<file path="src/rtl/timer_pkg.sv">
package timer_pkg;

    localparam int BUS_W   = 32;
    localparam int ADDR_W  = 8;
    localparam int PRE_G_W = 12;
    localparam int PRE_X_W = 4;

    localparam logic [ADDR_W-1:0] OFS_CTRL  = 8'h00;
    localparam logic [ADDR_W-1:0] OFS_PRESC = 8'h04;
    localparam logic [ADDR_W-1:0] OFS_STAT  = 8'h08;
    localparam logic [ADDR_W-1:0] OFS_IEN   = 8'h0C;
    localparam logic [ADDR_W-1:0] OFS_CMP   = 8'h10;
    localparam logic [ADDR_W-1:0] OFS_CNT   = 8'h24;

    localparam logic [2:0] SRC_BUS  = 3'd1;
    localparam logic [2:0] SRC_PER  = 3'd2;
    localparam logic [2:0] SRC_XTAL = 3'd5;

    typedef struct packed {
        logic       xtal_on;
        logic       free_run;
        logic [2:0] src;
        logic       wait_run;
        logic       enable;
    } ctrl_t;

    typedef struct packed {
        logic [PRE_X_W-1:0] xdiv;
        logic [PRE_G_W-1:0] gdiv;
    } presc_t;

    function automatic logic [BUS_W-1:0] ctrl_pack(input ctrl_t c);
        logic [BUS_W-1:0] w;
        w      = '0;
        w[0]   = c.enable;
        w[3]   = c.wait_run;
        w[8:6] = c.src;
        w[9]   = c.free_run;
        w[10]  = c.xtal_on;
        return w;
    endfunction

endpackage

</file>
<file path="src/rtl/timer_div.sv">
module timer_div #(
    parameter int W = 4
) (
    input  logic         clk,
    input  logic         rst,
    input  logic         clr,
    input  logic         step,
    input  logic [W-1:0] limit,
    output logic         pulse
);
    logic [W-1:0] cnt_q;

    assign pulse = step && (cnt_q == limit);

    always_ff @(posedge clk) begin
        if (rst || clr) begin
            cnt_q <= '0;
        end else if (step) begin
            cnt_q <= pulse ? '0 : cnt_q + 1'b1;
        end
    end

    // a cleared stage stays at zero
    assert_div_clear_R3: assert property (@(posedge clk) disable iff (rst)
        clr |=> (cnt_q == '0));

endmodule

</file>
<file path="src/rtl/timer_tick.sv">
module timer_tick
    import timer_pkg::*;
(
    input  logic       clk,
    input  logic       rst,
    input  logic       enable,
    input  logic       wait_run,
    input  logic [2:0] src,
    input  logic       xtal_on,
    input  presc_t     presc,
    input  logic       bus_tick,
    input  logic       per_tick,
    input  logic       xtal_tick,
    input  logic       sys_wait,
    output logic       run,
    output logic       adv
);
    logic xstep;
    logic xpulse;
    logic sel_tick;
    logic gstep;

    assign run   = enable && !(sys_wait && !wait_run);
    assign xstep = run && (src == SRC_XTAL) && xtal_on && xtal_tick;

    timer_div #(.W(PRE_X_W)) u_xdiv (
        .clk   (clk),
        .rst   (rst),
        .clr   (!enable),
        .step  (xstep),
        .limit (presc.xdiv),
        .pulse (xpulse)
    );

    always_comb begin
        case (src)
            SRC_BUS:  sel_tick = bus_tick;
            SRC_PER:  sel_tick = per_tick;
            SRC_XTAL: sel_tick = xpulse;
            default:  sel_tick = 1'b0;
        endcase
    end

    assign gstep = run && sel_tick;

    timer_div #(.W(PRE_G_W)) u_gdiv (
        .clk   (clk),
        .rst   (rst),
        .clr   (!enable),
        .step  (gstep),
        .limit (presc.gdiv),
        .pulse (adv)
    );

    // the crystal path yields nothing while its enable bit is clear
    assert_xtal_gate_R5: assert property (@(posedge clk) disable iff (rst)
        ((src == SRC_XTAL) && !xtal_on) |-> !adv);

    // unassigned select codes never advance the counter
    assert_src_none_R4: assert property (@(posedge clk) disable iff (rst)
        ((src != SRC_BUS) && (src != SRC_PER) && (src != SRC_XTAL)) |-> !adv);

endmodule

</file>
<file path="src/rtl/timer_core.sv">
module timer_core #(
    parameter int CNT_W = 32
) (
    input  logic             clk,
    input  logic             rst,
    input  logic             enable,
    input  logic             run,
    input  logic             adv,
    input  logic [CNT_W-1:0] cmp,
    output logic [CNT_W-1:0] cnt,
    output logic             match
);
    logic [CNT_W-1:0] cnt_next;

    assign cnt_next = cnt + 1'b1;
    assign match    = adv && (cnt_next == cmp);

    always_ff @(posedge clk) begin
        if (rst || !enable) begin
            cnt <= '0;
        end else if (adv) begin
            cnt <= cnt_next;
        end
    end

    // disabled module holds the count at zero
    assert_hold_off_R3: assert property (@(posedge clk) disable iff (rst)
        !enable |=> (cnt == '0));

    // a frozen module keeps its count
    assert_freeze_R7: assert property (@(posedge clk) disable iff (rst)
        (enable && !run) |=> $stable(cnt));

    // the count only steps by one (with wrap) or returns to zero
    assert_step_R8: assert property (@(posedge clk) disable iff (rst)
        (cnt != $past(cnt)) |-> ((cnt == CNT_W'($past(cnt) + 1'b1)) || (cnt == '0)));

endmodule

</file>
<file path="src/rtl/timer_regs.sv">
module timer_regs
    import timer_pkg::*;
#(
    parameter int CNT_W = 32
) (
    input  logic              clk,
    input  logic              rst,
    input  logic [ADDR_W-1:0] addr,
    input  logic              wr_en,
    input  logic [BUS_W-1:0]  wr_data,
    input  logic [CNT_W-1:0]  cnt,
    input  logic              match,
    output ctrl_t             ctrl,
    output presc_t            presc,
    output logic [CNT_W-1:0]  cmp,
    output logic [BUS_W-1:0]  rd_data,
    output logic              irq
);
    logic flag_q;
    logic ien_q;
    logic stat_clr;

    assign stat_clr = wr_en && (addr == OFS_STAT) && wr_data[0];

    always_ff @(posedge clk) begin
        if (rst) begin
            ctrl   <= '0;
            presc  <= '0;
            cmp    <= '0;
            ien_q  <= 1'b0;
            flag_q <= 1'b0;
            irq    <= 1'b0;
        end else begin
            if (wr_en) begin
                case (addr)
                    OFS_CTRL: ctrl <= '{xtal_on:  wr_data[10],
                                        free_run: wr_data[9],
                                        src:      wr_data[8:6],
                                        wait_run: wr_data[3],
                                        enable:   wr_data[0]};
                    OFS_PRESC: presc <= wr_data[15:0];
                    OFS_IEN:   ien_q <= wr_data[0];
                    OFS_CMP:   cmp   <= wr_data[CNT_W-1:0];
                    default: ;
                endcase
            end
            if (match) begin
                flag_q <= 1'b1;
            end else if (stat_clr) begin
                flag_q <= 1'b0;
            end
            irq <= flag_q && ien_q;
        end
    end

    always_comb begin
        case (addr)
            OFS_CTRL:  rd_data = ctrl_pack(ctrl);
            OFS_PRESC: rd_data = BUS_W'(presc);
            OFS_STAT:  rd_data = BUS_W'(flag_q);
            OFS_IEN:   rd_data = BUS_W'(ien_q);
            OFS_CMP:   rd_data = BUS_W'(cmp);
            OFS_CNT:   rd_data = BUS_W'(cnt);
            default:   rd_data = '0;
        endcase
    end

    // a match always leaves the flag set
    assert_set_R9: assert property (@(posedge clk) disable iff (rst)
        match |=> flag_q);

    // a one-write clears, otherwise the flag is sticky
    assert_w1c_R10: assert property (@(posedge clk) disable iff (rst)
        (stat_clr && !match) |=> !flag_q);
    assert_sticky_R10: assert property (@(posedge clk) disable iff (rst)
        (flag_q && !stat_clr) |=> flag_q);

    // the interrupt trails flag AND enable by one cycle
    assert_irq_on_R11: assert property (@(posedge clk) disable iff (rst)
        (flag_q && ien_q) |=> irq);
    assert_irq_off_R11: assert property (@(posedge clk) disable iff (rst)
        !(flag_q && ien_q) |=> !irq);

endmodule

</file>
<file path="src/rtl/cmp_timer.sv">
module cmp_timer
    import timer_pkg::*;
#(
    parameter int CNT_W = 32
) (
    input  logic             clk,
    input  logic             rst,
    input  logic [7:0]       addr,
    input  logic             wr_en,
    input  logic [31:0]      wr_data,
    output logic [31:0]      rd_data,
    input  logic             bus_tick,
    input  logic             per_tick,
    input  logic             xtal_tick,
    input  logic             sys_wait,
    output logic             irq
);
    ctrl_t            ctrl;
    presc_t           presc;
    logic [CNT_W-1:0] cmp;
    logic [CNT_W-1:0] cnt;
    logic             match;
    logic             run;
    logic             adv;

    timer_regs #(.CNT_W(CNT_W)) u_regs (
        .clk     (clk),
        .rst     (rst),
        .addr    (addr),
        .wr_en   (wr_en),
        .wr_data (wr_data),
        .cnt     (cnt),
        .match   (match),
        .ctrl    (ctrl),
        .presc   (presc),
        .cmp     (cmp),
        .rd_data (rd_data),
        .irq     (irq)
    );

    timer_tick u_tick (
        .clk       (clk),
        .rst       (rst),
        .enable    (ctrl.enable),
        .wait_run  (ctrl.wait_run),
        .src       (ctrl.src),
        .xtal_on   (ctrl.xtal_on),
        .presc     (presc),
        .bus_tick  (bus_tick),
        .per_tick  (per_tick),
        .xtal_tick (xtal_tick),
        .sys_wait  (sys_wait),
        .run       (run),
        .adv       (adv)
    );

    timer_core #(.CNT_W(CNT_W)) u_core (
        .clk    (clk),
        .rst    (rst),
        .enable (ctrl.enable),
        .run    (run),
        .adv    (adv),
        .cmp    (cmp),
        .cnt    (cnt),
        .match  (match)
    );

endmodule

</file>
<file path="config.mk">
export PLATFORM = sky130hd
export DESIGN_NAME = cmp_timer
export DESIGN_NICKNAME = d
export VERILOG_FILES = /design/src/rtl/timer_pkg.sv /design/src/rtl/timer_div.sv /design/src/rtl/timer_tick.sv /design/src/rtl/timer_core.sv /design/src/rtl/timer_regs.sv /design/src/rtl/cmp_timer.sv
export SDC_FILE = /design/constraint.sdc
export NUM_CORES = 1
export LEC_CHECK = 0
export CAP_MARGIN = 15
export CORE_ASPECT_RATIO = 0.75
export CORE_UTILIZATION = 55
export DETAILED_ROUTE_END_ITERATION = 6
export PLACE_DENSITY_LB_ADDON = 0.12
export SLEW_MARGIN = 0
export SYNTH_ARGS = -nofsm -noshare
export SYNTH_HDL_FRONTEND = slang
export SYNTH_HIERARCHICAL = 1
export SYNTH_SLANG_ARGS = --single-unit
export TNS_END_PERCENT = 10
</file>
<file path="constraint.sdc">
create_clock -name clk -period 8 [get_ports clk]
set_clock_uncertainty 0.15 [all_clocks]
set_input_delay 1.6 -clock clk [delete_from_list [all_inputs] [get_ports clk]]
set_output_delay 1.6 -clock clk [all_outputs]
set_load 0.02 [all_outputs]
</file>
# --- Yosys cells after proc, flatten, opt, wreduce, memory -nomap -nowiden ---
# Cells that the tools add are included.
word_totals:
  ff_bits: 106
  inputBits: 47
  out_inout_bits: 33
  wordCells: 56
classes:
  addsub: 3
  n_eq_ne: 11
  muxes: 6
  reduce_logical: 22
op_table:
  columns: ["operator", "count"]
  rows:
  - ["case mux 32 bit (6 select lines)", 1]
  - ["adder 32 x 1 -> 32 bit (second input constant)", 1]
  - ["== test 32 bit", 1]
  - ["== test 8 x 4 -> 1 bit (second input constant)", 2]
  - ["adder 12 x 1 -> 12 bit (second input constant)", 1]
  - ["== test 12 bit", 1]
  - ["logical AND 1 bit", 12]
  - ["2-to-1 mux 12 bit", 1]
  - ["== test 8 x 3 -> 1 bit (second input constant)", 1]
  - ["== test 8 x 5 -> 1 bit (second input constant)", 1]
  - ["== test 8 x 6 -> 1 bit (second input constant)", 1]
  - ["logical NOT 8 bit", 1]
  - ["AND reduction 2 bit", 4]
  - ["adder 4 x 1 -> 4 bit (second input constant)", 1]
  - ["== test 4 bit", 1]
  - ["2-to-1 mux 4 bit", 1]
  - ["== test 3 x 1 -> 1 bit (second input constant)", 1]
  - ["== test 3 x 2 -> 1 bit (second input constant)", 1]
  - ["== test 3 bit (second input constant)", 1]
  - ["logical NOT 1 bit", 3]
  - ["case mux 1 bit (3 select lines)", 1]
  - ["2-to-1 mux 1 bit", 2]
  - ["nonzero test 2 bit", 1]
  - ["logical OR 1 bit", 1]

# --- Depth between registers and ports, before layout ---
logic_depth:
  depth_word: 13
  mapped_depth: 17
  mapped_depth_nobuf: 16

# --- Modules after synthesis ---
# The synthesis kept the hierarchy.
modules_own_cells:
  columns: ["module", "instances", "cells_each", "area_per_inst_um2"]
  rows:
  - ["timer_regs", 1, 328, 2735.1]
  - ["timer_core", 1, 303, 2374.8]
  - ["timer_div (u_tick.u_gdiv)", 1, 77, 703.2]
  - ["timer_div (u_tick.u_xdiv)", 1, 24, 246.5]
  - ["timer_tick", 1, 12, 68.8]

# --- Worst setup path after synthesis ---
# No wires, ideal clock.
synth_timing:
  path_type: "input-to-reg"
  start: "input port sys_wait"
  end: "register u_regs.flag_q"
  setup_time_ps: 70
  arrival_time_ps: 4754
  path_slack_ps: 3026
  stages: 17
  n_path_buf: 1
  path_cell_list: "inv_1 o21ai_0 nor3_1 and4_4 and2_2 nand3b_1 a211oi_2 nand2_1 nor4_4 buf_4 o2111ai_1 nor3_1 nand4_1 nor4_1 o2111a_1 inv_1 a21oi_1"
synth_between:
  elab_chain_cells: 12
  elab_cells_between_ends: 13
synth_lines:
  columns: ["element", "line", "text"]
  rows:
  - ["start, declared", "cmp_timer.sv:15", "input logic sys_wait,"]
  - ["logical AND 1 bit (*)", "timer_tick.sv:23", "assign run = enable && !(sys_wait && !wait_run);"]
  - ["logical NOT 1 bit (*)", "timer_tick.sv:23", null]
  - ["logical AND 1 bit (*)", "timer_tick.sv:23", null]
  - ["logical AND 1 bit (*) (3 in a row)", "timer_tick.sv:24", "assign xstep = run && (src == SRC_XTAL) && xtal_on && xtal_tick;"]
  - ["named net u_tick.xstep", "timer_tick.sv:18", "logic xstep;"]
  - ["logical AND 1 bit (*)", "timer_div.sv:13", "assign pulse = step && (cnt_q == limit);"]
  - ["named net u_tick.xpulse", "timer_tick.sv:19", "logic xpulse;"]
  - ["case mux 1 bit (3 select lines) (*)", "timer_tick.sv:36", "case (src)"]
  - ["logical AND 1 bit (*)", "timer_tick.sv:44", "assign gstep = run && sel_tick;"]
  - ["named net u_tick.gstep", "timer_tick.sv:21", "logic gstep;"]
  - ["logical AND 1 bit (*)", "timer_div.sv:13", null]
  - ["named net adv", "cmp_timer.sv:24", "logic adv;"]
  - ["logical AND 1 bit (*)", "timer_core.sv:16", "assign match = adv && (cnt_next == cmp);"]
  - ["named net match", "cmp_timer.sv:22", "logic match;"]
  - ["2-to-1 mux 1 bit or nonzero test 2 bit (tied branches)", null, null]
  - ["end signal, assigned", "timer_regs.sv:31", "flag_q <= 1'b0;"]
  - ["end signal, assigned", "timer_regs.sv:48", "flag_q <= 1'b1;"]
  - ["end signal, assigned", "timer_regs.sv:50", "flag_q <= 1'b0;"]
  - ["end, declared", "timer_regs.sv:19", "logic flag_q;"]
# Mark *: on every way through the listed nets, which the timed path passes. The rest lies on a longest branch.
# A chain may end at the register's enable or synchronous reset.

# --- Worst setup path after layout ---
layout_timing:
  start: "input port addr[4]"
  end: "output port rd_data[0]"
layout_between:
  elab_chain_cells: 2
  elab_cells_between_ends: 7
layout_lines:
  columns: ["element", "line", "text"]
  rows:
  - ["start, declared", "cmp_timer.sv:8", "input logic [7:0] addr,"]
  - ["== test 8 x 6 -> 1 bit (tied with other cells)", "timer_regs.sv:57", "case (addr)"]
  - ["case mux 32 bit (6 select lines) (*)", "timer_regs.sv:57", null]
  - ["end, declared", "cmp_timer.sv:11", "output logic [31:0] rd_data,"]
# Every way passes the cells marked *; elsewhere a longest branch is shown, timed or not.

==> impl_metrics.ini <==
[run_status]
outcome = complete, no violations

[placement]
hpwl_um = 11800
gp_congestion = 0.861
io_buffers = 79

[power]
pwr-share-comb = 0.041
leakagePower_nw = 2.44
swShare = 0.207
powerDensity_nw_per_um2 = 141
intPower_mw = 0.808
pwr-share-clk = 0.440
peakVddDrop_mv = 0.100
power_switching_mw = 0.211
p_seq_frac = 0.518

[sta]
slew_headroom = 0.262
tns_ns = 0
fin_crit_sh = 0.836
slew_violations = 0
finalCriticalPeriod_ns = 6.69
hold_violations = 0
worst_pin_slew_ns = 1.10
rsz0062_at_grt = false
fmax_mhz = 149
finalHoldWorstSlack_ns = 0.295
finalSetupViolations = 0

[drt]
drc = 0
num_vias = 5623
wire_per_inst_um = 17.9
via_per_inst = 6.02
drt_iter0_markers = 469
ant_nets = 0
dr.pass1.iters = 5
drt-total-wl_um = 16700

[layout]
layout_commonest_cell = nand2_1
final_cell_mix = 126 x nand2_1, 106 x dfxtp_1, 78 x clkdlybuf4s50_1
post-route-util = 0.681
fin_nets = 845
syn2layout_area_growth_pct = 17.6
antenna_cells = 0
drive_gt1_frac = 0.0789
fillCellCount = 880

[grt]
grt_max_degree = 63
antenna_found_initial = 0
grt_first_pass_wirelength_um = 27300
overflow = 0
grt_usage = 0.305
grt_pass1_vias = 5328

[logic_synthesis]
avgSynthCellArea_sq_um = 8.24
synthCells = 743
syn-cell-area_sq_um = 6120
syn_nets = 793
ys.warnings.count = 6

[floorplan]
dieArea_sq_um = 11600
die_w_um = 124
start_util = 0.579
die_y_um = 93.4
num_rows = 32
num_io_pins = 80
coreArea_sq_um = 10600

[cts]
htree_num_levels = 3
cts_tree = yes
cts_resized = 0
clock_latency_ns = 0.35
clk_pin_slew_ns = 0.07
postCtsSetupBuffers = 0
clockBufferDepth = 2
ctsHoldBuffers = 0
cts_buffers = 9
clock-sinks = 106
cts_root_buf = clkbuf_16

[flow_run]
max-cap-violations = 0

[min_path]
hp-class = reg2reg
hp-start = u_regs/ien_q$_SDFFE_PP0P_

[setup_path]
r2r_start = u_regs/ctrl[0]$_SDFFE_PP0P_
crit_type = in2out
crit_required_ns = 6.25
worst_ep_arrival_time_ns = 4.94
end_kind = output pin
startpoint_type = input pin
crit_fanout = 19
crit_path_start = addr[4]
-- power by group through the flow --
stage                     sequential, mW  clock, mW  combinational [mW]
after floorplan                    0.540          0              0.0124
after global placement             0.540          0              0.0412
after detailed placement           0.540          0              0.0420
after CTS                          0.528      0.455              0.0421
after global routing               0.528      0.475              0.0449
final                              0.528      0.448              0.0423
-- metal layers --
metal  wire, um  GRT usage
met5          0          0
met4        154     0.0713
met1       8220      0.452
met3       1230     0.0470
met2       7080      0.460
-- worst max-delay path, stage by stage --
cell and delay [ns]:
clkdlybuf4s50_1 0.53, or4_1 0.73, nor4_4 0.77, buf_4 0.39, a22o_2 0.19, a21o_1 0.10, clkdlybuf4s50_1 0.60
-- through the flow --
step	worst slack [ns]	area, sq um	cells	total power, mW
2_1_floorplan	3.06	6120	743	0.552
5_1_grt	1.17	7200	934	1.05
6_report	1.31	7200	934	1.02
3_3_place_gp	1.47	6910	920	0.581
4_1_cts	1.38	7200	934	1.03
3_5_place_dp	1.37	6910	920	0.582
-- final timing paths --
check | depth (start not counted) | slack, ns | end
worst max-delay path | 7 | 1.31 | rd_data[0]
worst min-delay path | 2 | 0.29 | u_regs/irq$_SDFF_PP0_
worst max register to register | 14 | 3.37 | u_core/cnt[25]$_SDFFE_PP0P_
worst min register to register | 2 | 0.29 | u_regs/irq$_SDFF_PP0_
-- state kept, by name, summed over array words and instances (netlist names) --
register / count
u_core/cnt: 32
u_regs/cmp: 32
u_regs/presc: 16
u_tick/u_gdiv/cnt_q: 12
u_regs/ctrl: 7
u_tick/u_xdiv/cnt_q: 4
u_regs/flag_q: 1
u_regs/ien_q: 1
u_regs/irq: 1
-- layout make-up --
cell class | instances | area [sq um] | share of cell area
multi-input cells | 580 | 3730 | 0.518
inverters | 12 | 45.0 | 0.00626
clock buffers | 12 | 256 | 0.0356
clock inverters | 2 | 37.5 | 0.00521
well taps | 136 | 170 | 0.0236
repair buffers | 86 | 838 | 0.116
flip-flops and latches | 106 | 2120 | 0.295
No activity file was read; power rests on OpenSTA's default activity.
